$ cat src/rtl/dma_pkg.sv
// Shared types for the DMA transfer sequencer.
package dma_pkg;
    // Bus cycle states: idle, awaiting grant, then the four transfer states.
    typedef enum logic [2:0] {
        ST_IDLE = 3'd0,
        ST_HOLD = 3'd1,
        ST_S1   = 3'd2,
        ST_S2   = 3'd3,
        ST_S3   = 3'd4,
        ST_S4   = 3'd5
    } dma_state_e;
endpackage

$ cat src/rtl/dma_req_cond.sv
// Request conditioner: turns pin-level requests into active-high pending bits.
// Assumes the requests are already synchronous to clk.
module dma_req_cond #(
    parameter int NCH = 4
) (
    input  logic [NCH-1:0] dreq_raw,
    input  logic [NCH-1:0] dreq_pol,
    input  logic [NCH-1:0] mask_eff,
    output logic [NCH-1:0] pend
);
    for (genvar i = 0; i < NCH; i++) begin : g_ch
        // A channel is pending when its pin matches its active level and it is unmasked.
        assign pend[i] = (dreq_raw[i] == dreq_pol[i]) && !mask_eff[i];
    end
endmodule

$ cat src/rtl/dma_prio_arb.sv
// Fixed-priority arbiter: the lowest index wins. Purely combinational.
module dma_prio_arb #(
    parameter int NCH = 4,
    parameter int CW  = 2
) (
    input  logic [NCH-1:0] req,
    output logic [CW-1:0]  win,
    output logic           any
);
    // Scan from the highest index down so that the lowest index is written last.
    always_comb begin
        win = '0;
        for (int i = NCH - 1; i >= 0; i--) begin
            if (req[i]) win = CW'(i);
        end
        any = |req;
    end
endmodule

$ cat src/rtl/dma_cycle_fsm.sv
// Transfer sequencer: asks for the bus, waits for the grant, runs S1..S4 with
// wait states in S3, and reports a termination of the active channel in S4.
// Assumes hold_ack stays high for as long as the bus is owned.
module dma_cycle_fsm
    import dma_pkg::*;
#(
    parameter int NCH = 4,
    parameter int CW  = 2
) (
    input  logic           clk,
    input  logic           rst_n,
    input  logic           any_pend,
    input  logic [CW-1:0]  win_ch,
    input  logic           hold_ack,
    input  logic           ready,
    input  logic           eop_in,
    input  logic [NCH-1:0] tc_hit,
    output dma_state_e     state,
    output logic [CW-1:0]  cur_ch,
    output logic           term_now
);
    dma_state_e nxt;
    logic       eop_seen;
    logic       in_xfer;

    assign in_xfer = (state == ST_S1) || (state == ST_S2) || (state == ST_S3);

    // The active channel ends in S4 on terminal count or an external end-of-process.
    assign term_now = (state == ST_S4) && (tc_hit[cur_ch] || eop_seen || eop_in);

    // Next-state selection.
    always_comb begin
        nxt = state;
        case (state)
            ST_IDLE: if (any_pend) nxt = ST_HOLD;
            ST_HOLD: begin
                if (!any_pend)     nxt = ST_IDLE;
                else if (hold_ack) nxt = ST_S1;
            end
            ST_S1:   nxt = ST_S2;
            ST_S2:   nxt = ST_S3;
            ST_S3:   if (ready) nxt = ST_S4;
            ST_S4:   nxt = (any_pend && hold_ack) ? ST_S1 : ST_IDLE;
            default: nxt = ST_IDLE;
        endcase
    end

    // State register and channel latch, loaded whenever S1 is entered.
    always_ff @(posedge clk) begin
        if (!rst_n) begin
            state  <= ST_IDLE;
            cur_ch <= '0;
        end else begin
            state <= nxt;
            if (nxt == ST_S1) cur_ch <= win_ch;
        end
    end

    // Remembers an external end-of-process seen in S1..S3 until S4 ends.
    always_ff @(posedge clk) begin
        if (!rst_n)                eop_seen <= 1'b0;
        else if (state == ST_S4)   eop_seen <= 1'b0;
        else if (in_xfer && eop_in) eop_seen <= 1'b1;
    end
endmodule

$ cat src/rtl/dma_strobe_gen.sv
// Output decoder: bus ownership, acknowledge levels, paired strobes and
// transfer pulses, all decoded from the registered state and channel.
module dma_strobe_gen
    import dma_pkg::*;
#(
    parameter int NCH = 4,
    parameter int CW  = 2
) (
    input  dma_state_e     state,
    input  logic [CW-1:0]  cur_ch,
    input  logic [NCH-1:0] chan_is_read,
    input  logic [NCH-1:0] dack_pol,
    input  logic [NCH-1:0] tc_hit,
    output logic           hold_req,
    output logic           bus_own,
    output logic [NCH-1:0] dack_raw,
    output logic           mem_rd,
    output logic           mem_wr,
    output logic           io_rd,
    output logic           io_wr,
    output logic           eop_out,
    output logic           xfer_step
);
    logic strobe_on;
    logic rd_dir;
    logic in_s4;

    assign in_s4     = (state == ST_S4);
    assign bus_own   = (state == ST_S1) || (state == ST_S2) || (state == ST_S3) || in_s4;
    assign hold_req  = (state != ST_IDLE);
    assign strobe_on = (state == ST_S2) || (state == ST_S3);
    assign rd_dir    = chan_is_read[cur_ch];

    // Strobes are paired in opposite directions for the two transfer kinds.
    assign mem_rd    = strobe_on && rd_dir;
    assign io_wr     = strobe_on && rd_dir;
    assign mem_wr    = strobe_on && !rd_dir;
    assign io_rd     = strobe_on && !rd_dir;

    assign eop_out   = in_s4 && tc_hit[cur_ch];
    assign xfer_step = in_s4;

    for (genvar i = 0; i < NCH; i++) begin : g_ack
        // The selected channel's line takes its active level; all others rest.
        assign dack_raw[i] = (bus_own && (cur_ch == CW'(i))) ? dack_pol[i] : !dack_pol[i];
    end
endmodule

$ cat src/rtl/dma_xfer_seq.sv
// DMA request arbiter and transfer sequencer top. Holds the channel masks and
// connects conditioner, arbiter, sequencer and output decoder.
// Assumes requests are synchronous; address/count logic is external.
module dma_xfer_seq
    import dma_pkg::*;
#(
    parameter int NCH = 4
) (
    input  logic           clk,
    input  logic           rst_n,
    input  logic [NCH-1:0] dreq_raw,
    input  logic [NCH-1:0] dreq_pol,
    input  logic [NCH-1:0] dack_pol,
    input  logic [NCH-1:0] chan_is_read,
    input  logic           mask_wr,
    input  logic [NCH-1:0] mask_wdata,
    input  logic           hold_ack,
    input  logic           ready,
    input  logic [NCH-1:0] tc_hit,
    input  logic           eop_in,
    output logic           hold_req,
    output logic [NCH-1:0] dack_raw,
    output logic           bus_own,
    output logic           mem_rd,
    output logic           mem_wr,
    output logic           io_rd,
    output logic           io_wr,
    output logic           eop_out,
    output logic           xfer_step
);
    localparam int CW = (NCH > 1) ? $clog2(NCH) : 1;

    dma_state_e     state;
    logic [CW-1:0]  cur_ch;
    logic [CW-1:0]  win_ch;
    logic           any_pend;
    logic           term_now;
    logic [NCH-1:0] mask_q;
    logic [NCH-1:0] mask_d;
    logic [NCH-1:0] term_bits;
    logic [NCH-1:0] pend;

    // Next mask: a host write, then any termination of the active channel on top.
    always_comb begin
        term_bits = '0;
        if (term_now) term_bits[cur_ch] = 1'b1;
        mask_d = (mask_wr ? mask_wdata : mask_q) | term_bits;
    end

    // Mask register; reset leaves every channel disabled.
    always_ff @(posedge clk) begin
        if (!rst_n) mask_q <= '1;
        else        mask_q <= mask_d;
    end

    dma_req_cond #(.NCH(NCH)) cond_i (
        .dreq_raw (dreq_raw),
        .dreq_pol (dreq_pol),
        .mask_eff (mask_d),
        .pend     (pend)
    );

    dma_prio_arb #(.NCH(NCH), .CW(CW)) arb_i (
        .req (pend),
        .win (win_ch),
        .any (any_pend)
    );

    dma_cycle_fsm #(.NCH(NCH), .CW(CW)) fsm_i (
        .clk      (clk),
        .rst_n    (rst_n),
        .any_pend (any_pend),
        .win_ch   (win_ch),
        .hold_ack (hold_ack),
        .ready    (ready),
        .eop_in   (eop_in),
        .tc_hit   (tc_hit),
        .state    (state),
        .cur_ch   (cur_ch),
        .term_now (term_now)
    );

    dma_strobe_gen #(.NCH(NCH), .CW(CW)) out_i (
        .state        (state),
        .cur_ch       (cur_ch),
        .chan_is_read (chan_is_read),
        .dack_pol     (dack_pol),
        .tc_hit       (tc_hit),
        .hold_req     (hold_req),
        .bus_own      (bus_own),
        .dack_raw     (dack_raw),
        .mem_rd       (mem_rd),
        .mem_wr       (mem_wr),
        .io_rd        (io_rd),
        .io_wr        (io_wr),
        .eop_out      (eop_out),
        .xfer_step    (xfer_step)
    );
endmodule

$ cat config.mk
export PLATFORM = sky130hd
export DESIGN_NAME = dma_xfer_seq
export DESIGN_NICKNAME = d
export VERILOG_FILES = /design/src/rtl/dma_pkg.sv /design/src/rtl/dma_req_cond.sv /design/src/rtl/dma_prio_arb.sv /design/src/rtl/dma_cycle_fsm.sv /design/src/rtl/dma_strobe_gen.sv /design/src/rtl/dma_xfer_seq.sv
export SDC_FILE = /design/constraint.sdc
export NUM_CORES = 1
export LEC_CHECK = 0
export ABC_AREA = 1
export BUFFER_PORTS_ARGS = -buffer_cell sky130_fd_sc_hd__buf_4
export CAP_MARGIN = 20
export CORE_MARGIN = 2
export CORE_UTILIZATION = 30
export CTS_CLUSTER_DIAMETER = 120
export DETAILED_ROUTE_END_ITERATION = 8
export GPL_TIMING_DRIVEN = 0
export MAX_ROUTING_LAYER = met4
export PLACE_DENSITY = 0.64
export RECOVER_POWER = 100
export SYNTH_ARGS = -nofsm -noshare
export SYNTH_HDL_FRONTEND = slang
export SYNTH_SLANG_ARGS = --single-unit
$ cat constraint.sdc
create_clock -name clk -period 2.05 [get_ports clk]
set_clock_uncertainty 0.2 [all_clocks]
set_input_delay 0.3075 -clock clk [delete_from_list [all_inputs] [get_ports clk]]
set_output_delay 0.3075 -clock clk [all_outputs]
set_load 0.03 [all_outputs]
==> impl_metrics.py <==
metrics = {
    "die": {
        "rows": 18,
        "core_mm2": 0.00243,
        "die-height_um": 54.4,
        "boundaryPins": 42,
        "dieWidth_um": 54.4,
        "initial_utilization_pct": 31.3,
        "floorplan.die_area_mm2": 0.00295,
    },
    "final_layout": {
        "final_net_count": 193,
        "finished_core_util_pct": 53.5,
        "area_delta_synth_final_pct": 71.2,
        "mostFrequentLayoutCells": "buf_4 (45), nand2_1 (26), nand2_2 (9), nor2_1 (8), nand3_1 (7)",
        "layout.filler_cells": 240,
        "final_common_cell": "buf_4",
        "post_route_cells_drive_above_1_share_pct": 56.8,
        "n_antenna_cell": 0,
        "finalInstanceArea_mm2": 0.00130,
        "instances_no_fill": 192,
    },
    "sta": {
        "fin_crit_ns": 1.97,
        "setup_viol_count_final": 0,
        "final_min_period_over_clock_period_pct": 96.1,
        "post-route-worst-setup-slack_ns": 0.0803,
        "max_clock_freq_ghz": 0.508,
        "timing_hold_violations_final": 0,
        "tightest_slew_ns": 0.284,
        "timing.max_slew.rel_slack_pct": 81.1,
        "timing_max_transition_violations_final": 0,
    },
    "placed_design": {
        "buffer_ports.inserted": 39,
        "dp_hpwl_um": 1630,
        "place.gp.congestion": 0.778,
        "placement.cell_area_mm2": 0.00117,
        "pre_cts_ws_ns": 0.166,
        "place_inst": 184,
    },
    "global_route": {
        "first_global_vias": 808,
        "grt_remaining_overflow": 0,
        "globalRouteTotalUtil_pct": 14.9,
        "grt_pass1_wl_um": 3120,
        "pin_count_of_the_biggest_net_entering_global_routing": 9,
        "grt_antenna_before_repair": 0,
    },
    "routing": {
        "drt_drc_violations_left": 0,
        "drt-pass1-iter-count": 4,
        "via_count": 871,
        "via_per_inst": 4.54,
        "wire_per_inst_um": 10.3,
        "detailedRoute.firstIterationViolations": 8,
        "antenna_left": 0,
        "finalWirelength_um": 1970,
    },
    "power": {
        "power.density_cell_area_mw_per_mm2": 490,
        "design_power_total_uw": 638,
        "cellLeakagePower_nw": 0.634,
        "power.share.sequential_pct": 35.3,
        "power.share.switching_pct": 33.4,
        "net-switching-power_uw": 213,
        "clk_pwr_share_pct": 28.7,
        "vdd_ir_drop_max_uv": 363,
        "p_int_uw": 425,
        "comb_power_share_pct": 36.0,
    },
    "clock_network": {
        "root_buffer": "clkbuf_4",
        "tritoncts_sinks": 10,
        "cts_buffer_count": 3,
        "clk_pin_slew_ns": 0.07,
        "worst_skew_pair.late_latency_ns": 0.27,
        "cts_max_level": 1,
        "cts_buffer_depth": 2,
        "cts_tree": "built",
    },
    "hold_path": {
        "startpoint_of_the_lowest_slack_hold_path": "rst_n",
        "whs_endpoint": "mask_q[2]$_SDFF_PN1_",
        "worstHoldPathCells": 2,
        "hp-class": "input pin to register",
    },
    "setup_path": {
        "cp_class": "register to output pin",
        "reg2reg_to": "fsm_i.cur_ch[0]$_SDFFE_PN0N_",
        "timing.critical_path.fanout_max": 5,
        "timing.rr.start": "fsm_i.state[1]$_SDFF_PN0_",
        "critPathArrivalTime_ns": 1.46,
        "crit_path_start_kind": "register",
        "reg2regPathDepth": 13,
        "worst_ep_required_time_ns": 1.54,
        "timing.critical_path.to_type": "output pin",
        "reg2reg_slack_ns": 0.28,
    },
    "run_status": {
        "run_status": "finished, final reports clean",
    },
    "yosys": {
        "synth.ff_latch_count": 10,
        "syn_nets": 145,
        "synth.distinct_cells": 23,
        "synth_async_sr_flop_share_pct": 0,
        "synth.yosys.warnings": 0,
        "dominantRegCellSynth": "dfxtp_1",
        "synth.avg_cell_area_um2": 6.62,
        "synth-edff-count": 0,
        "post_synth_design_cell_area_um2": 761,
        "postSynthCellCount": 115,
        "ys_seq_area_share_pct": 26.3,
    },
    "run": {
        "drv.max_cap_violation_count": 0,
    },
}
## synthesized netlist by cell type (2+ instances only)
| cell | count | area (µm²) |
|---|---|---|
| a21oi_1 | 4 | 20.0 |
| buf_4 | 2 | 15.0 |
| dfxtp_1 | 10 | 200 |
| inv_1 | 10 | 37.5 |
| inv_2 | 3 | 11.3 |
| mux2i_1 | 4 | 40.0 |
| nand2_1 | 31 | 116 |
| nand2_2 | 5 | 31.3 |
| nand3_1 | 7 | 35.0 |
| nand3_2 | 4 | 40.0 |
| nand4_1 | 2 | 12.5 |
| nor2_1 | 15 | 56.3 |
| o21ai_2 | 2 | 17.5 |
| xnor2_1 | 4 | 35.0 |
| xor2_1 | 4 | 35.0 |
## logic make-up after synthesis
kind of cell | synth area share [%]
AO/OA/AOI/OAI | 7.90
XOR/XNOR | 9.21
AND/OR/NAND/NOR | 41.3
flip-flops | 26.3
buffers and inverters | 10.0
multiplexers | 5.26
## critical path, cell delays in order, from the launching register on
cell	delay, ns
dfxtp_2	0.35
nor2_2	0.12
nand2_1	0.08
inv_2	0.09
nor2_4	0.05
nand2_4	0.09
nand2_2	0.09
xor2_4	0.15
buf_4	0.16
## power by group through the flow
stage               logic [mW]  clock network, mW  registers (mW)
floorplan                0.133                  0           0.222
global placement         0.214                  0           0.223
detailed placement       0.216                  0           0.224
CTS                      0.223              0.185           0.222
global route             0.254              0.189           0.228
finish                   0.230              0.183           0.225
## worst max path at each step
stage | start | depth (start not counted) | slack (ns) | end
2_1_floorplan | fsm_i.cur_ch[1]$_SDFFE_PN0N_ | 7 | 0.04 | mem_rd
3_5_place_dp | fsm_i.state[0]$_SDFF_PN0_ | 8 | 0.17 | dack_raw[3]
5_1_grt | fsm_i.state[1]$_SDFF_PN0_ | 8 | -0.004 | dack_raw[0]
6_report | fsm_i.state[1]$_SDFF_PN0_ | 8 | 0.08 | dack_raw[0]
4_1_cts | fsm_i.cur_ch[1]$_SDFFE_PN0N_ | 8 | 0.01 | mem_rd
3_3_place_gp | fsm_i.state[0]$_SDFF_PN0_ | 8 | 0.19 | dack_raw[3]
## area by class of cell
cell class,instances,area (µm²),share of cell area (%)
plain buffers,4,23.8,1.83
clock buffers,4,36.3,2.79
inverters,14,55.1,4.23
multi-input cells,87,613,47.1
flip-flops and latches,10,214,16.4
well taps,30,37.5,2.88
repair buffers,43,323,24.8
## per-layer routing
metal  vias to the layer above  track usage, %  share of wire (%)
met3                         5           0.820                5.4
met2                        24            27.3                 51
met1                       385            16.3                 41
li1                        457               -                  -
met4                         0            7.50                2.4
met5                         -               -                  0
## sequential cells by signal (all words and copies together) (netlist names)
name,cells
mask_q,4
fsm_i.state,3
fsm_i.cur_ch,2
fsm_i.eop_seen,1
## metrics by stage
step	TNS [ns]	hold WS [ns]
after floorplan	0	0.273
after global placement	0	0.294
after detailed placement	0	0.296
after CTS	0	0.118
after global routing	-0.00555	0.133
final	0	0.113
## what timing repair did
item,CTS,global route
hold buffers,0,0
setup buffers,0,4
resized for setup,13,16
setup endpoints to repair,7,7
pin swaps,1,3
(Power assumes the default switching activity.)
